## config.mk

```make
export PLATFORM = sky130hd
export DESIGN_NAME = flash_seq
export DESIGN_NICKNAME = d
export VERILOG_FILES = /design/src/rtl/flash_seq_pkg.sv /design/src/rtl/flash_bus.sv /design/src/rtl/byte_store.sv /design/src/rtl/flash_seq.sv
export SDC_FILE = /design/constraint.sdc
export NUM_CORES = 1
export LEC_CHECK = 0
export ABC_AREA = 1
export BUFFER_PORTS_ARGS = -buffer_cell sky130_fd_sc_hd__buf_2
export CAP_MARGIN = 20
export CORE_UTILIZATION = 50
export DETAILED_ROUTE_END_ITERATION = 10
export PLACE_DENSITY = 0.7
export SLEW_MARGIN = 10
export SYNTH_ARGS = -nofsm -noshare
export SYNTH_HDL_FRONTEND = slang
export SYNTH_HIERARCHICAL = 1
export SYNTH_SLANG_ARGS = --single-unit
```

## constraint.sdc

```tcl
create_clock -name clk_i -period 4.08 [get_ports clk_i]
set_input_delay 0.408 -clock clk_i [delete_from_list [all_inputs] [get_ports clk_i]]
set_output_delay 0.408 -clock clk_i [all_outputs]
set_load 0.01 [all_outputs]
```

## src/rtl/flash_seq_pkg.sv

```systemverilog
package flash_seq_pkg;

  localparam logic [2:0] ERASE_LAST = 3'd5;
  localparam logic [2:0] PROG_LAST  = 3'd3;

  typedef enum logic [3:0] {
    S_IDLE, S_FETCH, S_CMD, S_CMD_W, S_POLL1, S_POLL1_W,
    S_POLL2, S_POLL2_W, S_RST, S_RST_W, S_VER, S_VER_W
  } seq_st_e;

  typedef struct packed {
    logic [10:0] off;
    logic [7:0]  dat;
    logic        at_tgt;  // address comes from byte index, not off
  } cmd_t;

  function automatic cmd_t cmd_step(input logic prog, input logic [2:0] step,
                                    input logic [7:0] pdata);
    cmd_t c;
    c = '{off: 11'h000, dat: 8'h00, at_tgt: 1'b0};
    unique case (step)
      3'd0: c = '{off: 11'h555, dat: 8'hAA, at_tgt: 1'b0};
      3'd1: c = '{off: 11'h2AA, dat: 8'h55, at_tgt: 1'b0};
      3'd2: c = '{off: 11'h555, dat: prog ? 8'hA0 : 8'h80, at_tgt: 1'b0};
      3'd3: c = prog ? '{off: 11'h000, dat: pdata, at_tgt: 1'b1}
                     : '{off: 11'h555, dat: 8'hAA, at_tgt: 1'b0};
      3'd4: c = '{off: 11'h2AA, dat: 8'h55, at_tgt: 1'b0};
      3'd5: c = '{off: 11'h000, dat: 8'h30, at_tgt: 1'b0};
      default: c = '{off: 11'h000, dat: 8'h00, at_tgt: 1'b0};
    endcase
    return c;
  endfunction

endpackage

```

## src/rtl/flash_bus.sv

```systemverilog
module flash_bus #(
  parameter int ADDR_W     = 11,
  parameter int STROBE_CYC = 4,
  parameter int SETTLE_CYC = 100,
  parameter int READ_CYC   = 2
) (
  input  logic              clk_i,
  input  logic              rst_ni,
  input  logic              start_i,
  input  logic              wr_i,
  input  logic [ADDR_W-1:0] addr_i,
  input  logic [7:0]        wdata_i,
  output logic              ack_o,
  output logic [7:0]        rdata_o,
  output logic [ADDR_W-1:0] fl_addr_o,
  output logic [7:0]        fl_wdata_o,
  input  logic [7:0]        fl_rdata_i,
  output logic              fl_we_o,
  output logic              fl_oe_o
);
  localparam int M1   = (STROBE_CYC > SETTLE_CYC) ? STROBE_CYC : SETTLE_CYC;
  localparam int MAXC = (M1 > READ_CYC) ? M1 : READ_CYC;
  localparam int CW   = $clog2(MAXC + 1);

  typedef enum logic [1:0] {B_IDLE, B_STROBE, B_SETTLE, B_READ} bus_st_e;

  bus_st_e           st_q;
  logic [CW-1:0]     cnt_q;
  logic [ADDR_W-1:0] addr_q;
  logic [7:0]        wd_q, rd_q;
  logic              we_q, oe_q, ack_q;

  always_ff @(posedge clk_i or negedge rst_ni) begin
    if (!rst_ni) begin
      st_q <= B_IDLE; cnt_q <= '0; addr_q <= '0; wd_q <= '0; rd_q <= '0;
      we_q <= 1'b0; oe_q <= 1'b0; ack_q <= 1'b0;
    end else begin
      ack_q <= 1'b0;
      unique case (st_q)
        B_IDLE: if (start_i) begin
          addr_q <= addr_i;
          if (wr_i) begin
            wd_q  <= wdata_i;
            we_q  <= 1'b1;
            cnt_q <= CW'(STROBE_CYC - 1);
            st_q  <= B_STROBE;
          end else begin
            oe_q  <= 1'b1;
            cnt_q <= CW'(READ_CYC - 1);
            st_q  <= B_READ;
          end
        end
        B_STROBE: if (cnt_q == '0) begin
          we_q  <= 1'b0;
          cnt_q <= CW'(SETTLE_CYC - 1);
          st_q  <= B_SETTLE;
        end else cnt_q <= cnt_q - 1'b1;
        B_SETTLE: if (cnt_q == '0) begin
          ack_q <= 1'b1;
          st_q  <= B_IDLE;
        end else cnt_q <= cnt_q - 1'b1;
        B_READ: if (cnt_q == '0) begin
          rd_q  <= fl_rdata_i;
          oe_q  <= 1'b0;
          ack_q <= 1'b1;
          st_q  <= B_IDLE;
        end else cnt_q <= cnt_q - 1'b1;
        default: st_q <= B_IDLE;
      endcase
    end
  end

  assign ack_o      = ack_q;
  assign rdata_o    = rd_q;
  assign fl_addr_o  = addr_q;
  assign fl_wdata_o = wd_q;
  assign fl_we_o    = we_q;
  assign fl_oe_o    = oe_q;
endmodule

```

## src/rtl/byte_store.sv

```systemverilog
module byte_store #(
  parameter int DEPTH = 16,
  parameter int IW    = 4
) (
  input  logic          clk_i,
  input  logic          we_i,
  input  logic [IW-1:0] waddr_i,
  input  logic [7:0]    wdata_i,
  input  logic [IW-1:0] raddr_i,
  output logic [7:0]    rdata_o
);
  logic [7:0] mem_q [DEPTH];

  always_ff @(posedge clk_i) begin
    if (we_i) mem_q[waddr_i] <= wdata_i;
  end

  assign rdata_o = mem_q[raddr_i];
endmodule

```

## src/rtl/flash_seq.sv

```systemverilog
module flash_seq
  import flash_seq_pkg::*;
#(
  parameter int ADDR_W     = 11,
  parameter int BANK_BYTES = 16,
  parameter int CLK_MHZ    = 100,
  parameter int SETTLE_NS  = 1000,
  parameter int STROBE_CYC = 4,
  parameter int READ_CYC   = 2,
  parameter int POLL_MAX   = 1000000
) (
  input  logic              clk_i,
  input  logic              rst_ni,
  input  logic              erase_req_i,
  input  logic              prog_req_i,
  input  logic              src_valid_i,
  input  logic [7:0]        src_data_i,
  output logic              src_ready_o,
  output logic              busy_o,
  output logic              done_o,
  output logic              timeout_o,
  output logic              vfail_o,
  output logic [ADDR_W-1:0] fl_addr_o,
  output logic [7:0]        fl_wdata_o,
  input  logic [7:0]        fl_rdata_i,
  output logic              fl_we_o,
  output logic              fl_oe_o
);
  localparam int SETTLE_RAW = (CLK_MHZ * SETTLE_NS + 999) / 1000;
  localparam int SETTLE_CYC = (SETTLE_RAW < 1) ? 1 : SETTLE_RAW;
  localparam int IW         = $clog2(BANK_BYTES);
  localparam int PW         = $clog2(POLL_MAX + 1);

  seq_st_e       st_q;
  logic          prog_q, done_q, tmo_q, vf_q;
  logic [2:0]    step_q;
  logic [IW-1:0] idx_q;
  logic [PW-1:0] poll_q;
  logic [7:0]    first_q, byte_q;

  logic              bus_start, bus_wr, bus_ack;
  logic [ADDR_W-1:0] bus_addr;
  logic [7:0]        bus_wdata, bus_rdata, buf_rdata, ver_exp;
  logic              last_byte, take_byte;
  cmd_t              cmd;

  assign cmd       = cmd_step(prog_q, step_q, byte_q);
  assign last_byte = (idx_q == IW'(BANK_BYTES - 1));
  assign take_byte = (st_q == S_FETCH) && src_valid_i;
  assign ver_exp   = prog_q ? buf_rdata : 8'hFF;

  always_comb begin
    bus_start = 1'b0;
    bus_wr    = 1'b0;
    bus_addr  = '0;
    bus_wdata = '0;
    unique case (st_q)
      S_CMD: begin
        bus_start = 1'b1;
        bus_wr    = 1'b1;
        bus_addr  = cmd.at_tgt ? ADDR_W'(idx_q) : ADDR_W'(cmd.off);
        bus_wdata = cmd.dat;
      end
      S_POLL1, S_POLL2: bus_start = 1'b1;
      S_RST: begin
        bus_start = 1'b1;
        bus_wr    = 1'b1;
        bus_wdata = 8'hF0;
      end
      S_VER: begin
        bus_start = 1'b1;
        bus_addr  = ADDR_W'(idx_q);
      end
      default: ;
    endcase
  end

  always_ff @(posedge clk_i or negedge rst_ni) begin
    if (!rst_ni) begin
      st_q <= S_IDLE; prog_q <= 1'b0; step_q <= '0; idx_q <= '0; poll_q <= '0;
      first_q <= '0; byte_q <= '0; done_q <= 1'b0; tmo_q <= 1'b0; vf_q <= 1'b0;
    end else begin
      done_q <= 1'b0;
      tmo_q  <= 1'b0;
      vf_q   <= 1'b0;
      unique case (st_q)
        S_IDLE: begin
          idx_q  <= '0;
          step_q <= '0;
          if (erase_req_i) begin
            prog_q <= 1'b0;
            st_q   <= S_CMD;
          end else if (prog_req_i) begin
            prog_q <= 1'b1;
            st_q   <= S_FETCH;
          end
        end
        S_FETCH: if (src_valid_i) begin
          byte_q <= src_data_i;
          step_q <= '0;
          st_q   <= S_CMD;
        end
        S_CMD: st_q <= S_CMD_W;
        S_CMD_W: if (bus_ack) begin
          if (step_q == (prog_q ? PROG_LAST : ERASE_LAST)) begin
            poll_q <= '0;
            st_q   <= S_POLL1;
          end else begin
            step_q <= step_q + 3'd1;
            st_q   <= S_CMD;
          end
        end
        S_POLL1: st_q <= S_POLL1_W;
        S_POLL1_W: if (bus_ack) begin
          first_q <= bus_rdata;
          st_q    <= S_POLL2;
        end
        S_POLL2: st_q <= S_POLL2_W;
        S_POLL2_W: if (bus_ack) begin
          if (bus_rdata == first_q) begin
            if (prog_q && !last_byte) begin
              idx_q <= idx_q + 1'b1;
              st_q  <= S_FETCH;
            end else st_q <= S_RST;
          end else if (poll_q == PW'(POLL_MAX - 1)) begin
            tmo_q <= 1'b1;
            st_q  <= S_IDLE;
          end else begin
            poll_q <= poll_q + 1'b1;
            st_q   <= S_POLL1;
          end
        end
        S_RST: st_q <= S_RST_W;
        S_RST_W: if (bus_ack) begin
          idx_q <= '0;
          st_q  <= S_VER;
        end
        S_VER: st_q <= S_VER_W;
        S_VER_W: if (bus_ack) begin
          if (bus_rdata != ver_exp) begin
            vf_q <= 1'b1;
            st_q <= S_IDLE;
          end else if (last_byte) begin
            done_q <= 1'b1;
            st_q   <= S_IDLE;
          end else begin
            idx_q <= idx_q + 1'b1;
            st_q  <= S_VER;
          end
        end
        default: st_q <= S_IDLE;
      endcase
    end
  end

  byte_store #(.DEPTH(BANK_BYTES), .IW(IW)) u_store (
    .clk_i   (clk_i),
    .we_i    (take_byte),
    .waddr_i (idx_q),
    .wdata_i (src_data_i),
    .raddr_i (idx_q),
    .rdata_o (buf_rdata)
  );

  flash_bus #(
    .ADDR_W(ADDR_W), .STROBE_CYC(STROBE_CYC),
    .SETTLE_CYC(SETTLE_CYC), .READ_CYC(READ_CYC)
  ) u_bus (
    .clk_i      (clk_i),
    .rst_ni     (rst_ni),
    .start_i    (bus_start),
    .wr_i       (bus_wr),
    .addr_i     (bus_addr),
    .wdata_i    (bus_wdata),
    .ack_o      (bus_ack),
    .rdata_o    (bus_rdata),
    .fl_addr_o  (fl_addr_o),
    .fl_wdata_o (fl_wdata_o),
    .fl_rdata_i (fl_rdata_i),
    .fl_we_o    (fl_we_o),
    .fl_oe_o    (fl_oe_o)
  );

  assign src_ready_o = (st_q == S_FETCH);
  assign busy_o      = (st_q != S_IDLE);
  assign done_o      = done_q;
  assign timeout_o   = tmo_q;
  assign vfail_o     = vf_q;
endmodule

```

### Yosys cells after proc, flatten, opt, wreduce, memory -nomap -nowiden

Memories as Yosys holds them, arrays and structs flattened.
Index checks and enable logic that the tools add are counted.
W data, S select, Z words.

| storage, ports and cells | value |
|---|---|
| bits in writable memories | 128 |
| output and inout port bits | 26 |
| input port bits | 21 |
| register bits after elaboration | 90 |
| memories | 1 |
| word-level logic and storage cells | 178 |
| latch bits | 0 |
| bits in read-only memories | 0 |

| cells by class | value |
|---|---|
| magnitude comparators | 0 |
| shifts and indexed selects | 0 |
| mux-type cells | 77 |
| bitwise operators | 0 |
| $add $sub $neg | 4 |
| equal/unequal tests | 46 |
| multiply operators | 0 |
| reductions and logical operators | 32 |
| divide/modulo/power cells | 0 |

Memories:

| name | depth | bits a word | read ports | clocked after Yosys merged registers in | wr ports | RTL line | RTL |
|---|---|---|---|---|---|---|---|
| u_store.mem_q | 16 | 8 | 1 | 0 | 1 | byte_store.sv:12 | `logic [7:0] mem_q [DEPTH];` |

Operators by type and width:

| operator | number |
|---|---|
| $mux W20 | 6 |
| $pmux W20 S5 | 1 |
| $mux W4 | 19 |
| $pmux W4 S12 | 1 |
| $pmux W20 S2 | 1 |
| $ne A2 B2 Y1 const B | 13 |
| $mux W1 | 24 |
| $pmux W11 S2 | 1 |
| $mux W7 | 3 |
| $pmux W7 S3 | 1 |
| $add A20 B1 Y20 const B | 1 |
| $eq A20 B20 Y1 const B | 1 |
| $eq A4 B4 Y1 const B | 5 |
| $mux W3 | 6 |
| $eq A4 B3 Y1 const B | 4 |
| $ne A2 B1 Y1 const B | 8 |
| $pmux W4 S4 | 1 |
| $pmux W8 S2 | 1 |
| $reduce_and A2 Y1 | 6 |
| $reduce_and A4 Y1 | 3 |
| $mux W11 | 1 |
| $mux W2 | 5 |
| $pmux W3 S3 | 1 |
| $eq A4 B2 Y1 const B | 2 |
| other kinds (32) | 44 |

### Logic depth before layout (Yosys ltp)

| logic depth | value |
|---|---|
| depth in word-level cells | 7 |
| depth in mapped cells | 20 |
| mapped depth without buffers | 19 |

### Modules after synthesis

Netlist, hierarchy kept.

By module, submodules not included:

| module | times used | area each (um2) | cells each | sequential area each (um2) |
|---|---|---|---|---|
| byte_store | 1 | 5606.6 | 543 | 3843.7 |
| flash_seq | 1 | 3585.9 | 552 | 1276.2 |
| flash_bus | 1 | 1779.2 | 214 | 975.9 |

### Worst setup path before layout

No wires, ideal clock.

| path | value |
|---|---|
| path kind | reg2reg |
| from | register st_q[2] (netlist name) |
| to | memory u_store.mem_q[12][0], enable pin |
| setup time | 370 ps |
| stages on the path, launching flop included | 8 |
| buffers on the path | 0 |
| clock period less this slack | 2217 ps |
| data required time | 3710 ps |
| setup slack | 1863 ps |
| arrival | 1847 ps |
| cells stage by stage | dfrtp_1 nor2_2 inv_2 nor2_1 nand2_1 clkinv_1 nand3_1 nor2_1 |

RTL lines:

| what | RTL line |
|---|---|
| to (decl) | byte_store.sv:12 |

### Final worst setup path

| path | value |
|---|---|
| from | register idx_q[0] |
| to | register idx_q[0] |

| between the ends | value |
|---|---|
| word-level cells in the longest chain between the ends | 5 |
| elaborated cells between the ends (all ways) | 18 |
| those cells by class | add/sub (1); eq/ne (5); mux (8); reduce/logical (3); memory (1) |

Ends and longest elaborated chain:

| what | RTL line | RTL |
|---|---|---|
| from (decl) | flash_seq.sv:37 | `logic [IW-1:0] idx_q;` |
| from (signal assigned) | flash_seq.sv:122 | `idx_q <= idx_q + 1'b1;` |
| from (signal assigned) | flash_seq.sv:147 | `idx_q <= idx_q + 1'b1;` |
| $mem_v2 Z16 W8 | n/a |  |
| net buf_rdata[1] | flash_seq.sv:43 | `logic [7:0] bus_wdata, bus_rdata, buf_rdata, ver_exp;` |
| $mux W8 | flash_seq.sv:50 | `assign ver_exp = prog_q ? buf_rdata : 8'hFF;` |
| $ne A8 B8 Y1 | flash_seq.sv:140 | `if (bus_rdata != ver_exp) begin` |
| $ne A2 B2 Y1 (no source line) | n/a |  |
| $reduce_and A8 Y1 (no source line) | n/a |  |

The timed path passes the listed nets, and every way through them passes these cells. The select of a mux whose other input is x is not followed.
A chain may end at the register's enable or synchronous reset.

==> impl_metrics.csv <==
group,metric,value,unit
setup_path,critPathKind,"register to register",
logic_synthesis,synth_top_area_share,35.0,%
detailed_routing,first_iter_violations,732,
grt,antenna_found_initial,0,
cells_and_area,syn_to_final_growth,10.1,%
timing,clock_skew,0.0122,ns
grt,gr-usage-all-layers,22.4,%
cts,clockBufferDepth,3,
logic_synthesis,synth_area_leaders,"edfxtp_1, dfrtp_1, nand2_1, nand3_1, inv_1",
logic_synthesis,ys_async_sr_fraction,41.3,%
cts,tritoncts,"yes",
logic_synthesis,synth_largest_area_cell,"edfxtp_1",
detailed_routing,routed.top_layer,"met4",
pwr,clkPwrFrac,46.7,%
cts,path_clk_slew,0.06,ns
logic_synthesis,ys_seq_area_share,55.6,%
logic_synthesis,yosys_warnings,6,
setup_path,crit_family,"simple AND/OR/NAND/NOR gates",
setup_path,cp_data_required_time,4.48,ns
setup_path,crit_top_cell,"nand2_1",
timing,finalHoldViolCount,0,
cts,worstSkewPairLatency,0.51,ns
pwr,power.switching,0.883,mW
logic_synthesis,ys_types,44,
cts,cts_num_sinks,218,
pwr,intPower,3.60,mW
die,fp.dieW,150,um
setup_path,slowest_stage,"buf_4",
pwr,cellPowerDensity,371,nW/um^2
logic_synthesis,syn-instance-count,1309,
timing,finalSetupTns,0,ns
timing,slew_headroom,45.8,%
placement,dpl_cell_area,11300,um^2
setup_path,path_cells,"inv_2 > buf_4 > nand2_1 > nand3_1 > nand3_1 > nand3_1 > nand2_1 > nor2_1 > nand2_1 > nand2_1 > nand2_1 > nor2_1 > nand2_1 > nand2_2 > nand3_2 > nand2_1 > nand2_1",
timing,setup_viol,0,
timing,min_period_over_period,68.3,%
cells_and_area,fillerInstances,1888,
placement,port_buffers,46,
placement,gp_congestion,0.870,
placement,dp.final_hpwl,16100,um
setup_path,start_kind,"register",
logic_synthesis,yosys_register_bits,218,
die,rows,53,
detailed_routing,routedWlPerCell,15.0,um
cells_and_area,insertedDiodeCount,0,
die,pin_count,47,
pwr,ir_drop,0.319,mV
logic_synthesis,synth_nets,1339,
timing,fin_crit,2.79,ns
cells_and_area,register_area,6100,um^2
pwr,pwr-share-seq,52.1,%
detailed_routing,route.met3.wl,1530,um
detailed_routing,drtAntennaViolNets,0,
grt,grt_pass1_vias,7785,
setup_path,cp.arrival,3.18,ns
cells_and_area,finish.net_count,1379,
cells_and_area,multi_input_area,3930,um^2
run,drv_cap,0,
detailed_routing,routed_wl,24600,um
die,start_util,51.5,%
cts,cts_resized,0,
timing,rsz0062_at_grt,"false",
setup_path,path_max_fanout,36,
detailed_routing,drc,0,
detailed_routing,met2_length,11100,um
logic_synthesis,synth_edf_count,128,
logic_synthesis,syn_avg_cell_area,8.38,um^2
grt,grt_pass1_wl,39500,um
detailed_routing,via_count,8449,
detailed_routing,dr.pass1.iters,5,
cells_and_area,finish.instance_area,12100,um^2
cts,htree_levels,1,
cts,post_cts_buffers,0,
pwr,switching_share,19.7,%
status,status,"completed",
die,die-area,22500,um^2
logic_synthesis,synth_area,11000,um^2
pwr,total_power,4.49,mW
timing,slew_violations,0,
cells_and_area,drive_above_1_share,8.64,%
setup_path,slowest_delay,0.44,ns
detailed_routing,m1WireLength,11500,um
timing,tightestPinTransition,0.810,ns
setup_path,path_buf_inv,2,
detailed_routing,routed_via_density,5.15,
die,die_y,150,um
hold_path,timing.hold.worst.class,"input port to register",
cts,cts_buffers,24,
timing,clock.fmax,0.359,GHz
pwr,comb_power_share,1.2,%
grt,grt-ovfl-total,0,
die,core_area,21300,um^2
cts,clockRootBuffer,"clkbuf_16",
logic_synthesis,yosys_most_used_dff,"edfxtp_1",
setup_path,end_kind,"register",
pwr,leakagePower,5.65,nW
grt,grt_max_degree,73,
-- path summary, 6_finish.rpt --
kind	end	slack, ns	start	depth (start not counted)
setup / recovery	idx_q[0]	1.29	idx_q[0]	17
hold reg to reg	u_bus/fl_wdata_o[3]	0.47	u_bus/fl_wdata_o[3]	2
hold / removal	u_bus/rdata_o[1]	0.09	fl_rdata_i[1]	3
max in group asynchronous	u_bus/fl_addr_o[3]	2.66	rst_ni	3
min in group asynchronous	u_bus/rdata_o[1]	0.50	rst_ni	2
setup reg to reg	idx_q[0]	1.29	idx_q[0]	17
-- cell usage after synthesis (2+ instances only) --
cell / number
nand2_2: 4
inv_1: 171
a21oi_2: 2
nor2_1: 95
buf_6: 11
nand3_1: 141
xnor2_1: 6
nor2_4: 5
a21oi_1: 10
clkbuf_1: 4
buf_2: 16
ha_1: 9
nor2_2: 7
dfrtp_1: 90
buf_4: 6
nand2_1: 503
nor3_1: 11
nand4_1: 13
o21ai_0: 27
edfxtp_1: 128
inv_2: 7
nand2_4: 2
o21a_1: 2
nand3_2: 3
xor2_1: 13
nand3b_1: 5
-- stage by stage --
stage,hold WS [ns],utilization (%),worst slack (ns),std cells
after floorplan,0.112,-,1.86,1309
after global placement,0.449,53.2,1.40,1597
after detailed placement,0.454,53.2,1.29,1597
after CTS,0.0743,56.8,1.30,1640
after global routing,0.0931,56.8,1.02,1640
final,0.0899,56.8,1.29,1640
-- registers in the layout, summed over array words and instances (netlist names) --
register,flops
st_q,4
done_o,1
u_bus/st_q,2
u_bus/ack_o,1
poll_q,20
u_bus/fl_we_o,1
idx_q,4
byte_q,8
u_bus/fl_oe_o,1
u_store/mem_q,128
u_bus/fl_wdata_o,8
u_bus/fl_addr_o,11
timeout_o,1
u_bus/cnt_q,7
first_q,8
vfail_o,1
step_q,3
u_bus/rdata_o,8
prog_q,1
-- cells by family after synthesis --
| kind of cell | after synthesis | share of synthesized area [%] |
|---|---|---|
| xor gates and xnor gates | 19 | 1.52 |
| adders and majority gates | 9 | 1.03 |
| DFF | 218 | 55.6 |
| AOI/OAI and AO/OA | 50 | 2.61 |
| buffers and inverters | 219 | 8.67 |
| and+or+nand+nor | 794 | 30.6 |
-- worst register-to-register path: cells and delay by family (launching register included) --
| family | cells | cell delay, ns |
|---|---|---|
| AND/OR/NAND/NOR | 15 | 1.43 |
| buffers and inverters | 2 | 0.83 |
| flip-flops | 1 | 0.40 |
-- final cells by class --
type / count / share of cell area (%)
Tap cell: 275 / 2.85
Sequential cell: 218 / 50.5
Clock buffer: 33 / 5.51
Multi-Input combinational cell: 872 / 32.5
Inverter: 181 / 5.65
Clock inverter: 9 / 0.745
Timing Repair Buffer: 52 / 2.32
-- layout by cell type, fill, tap and decap left out, types with 6 or more instances in the layout --
cell type and n:
a21oi_1 10, buf_2 45, buf_4 6, clkbuf_1 7, clkbuf_16 25, dfrtp_1 89
edfxtp_1 128, ha_1 9, inv_1 171, inv_2 7, nand2_1 503, nand3_1 141
nand4_1 13, nor2_1 95, nor2_2 7, nor3_1 11, o21ai_0 27, xnor2_1 6
xor2_1 13
-- power groups by stage --
stage / Clock (mW) / Combinational, mW / Sequential, mW
after floorplan: 0 / 0.000186 / 2.38
after global placement: 0 / 0.0546 / 2.38
after detailed placement: 0 / 0.0557 / 2.38
after CTS: 2.14 / 0.0566 / 2.34
after global routing: 2.24 / 0.0614 / 2.34
final: 2.09 / 0.0541 / 2.34
-- repair_timing --
action                                 4_1_cts  5_1_grt
setup endpoints to repair                    0        0
endpoints found under the hold margin       42        0
hold buffers                                 1        0
-- per-layer routing --
metal | up-vias | track usage [%]
met2 | 274 | 35.6
li1 | 4216 | -
met5 | - | 0
met4 | 0 | 5.30
met1 | 3921 | 32.4
met3 | 38 | 3.30
Note: power is estimated with default switching activity, not from simulation.
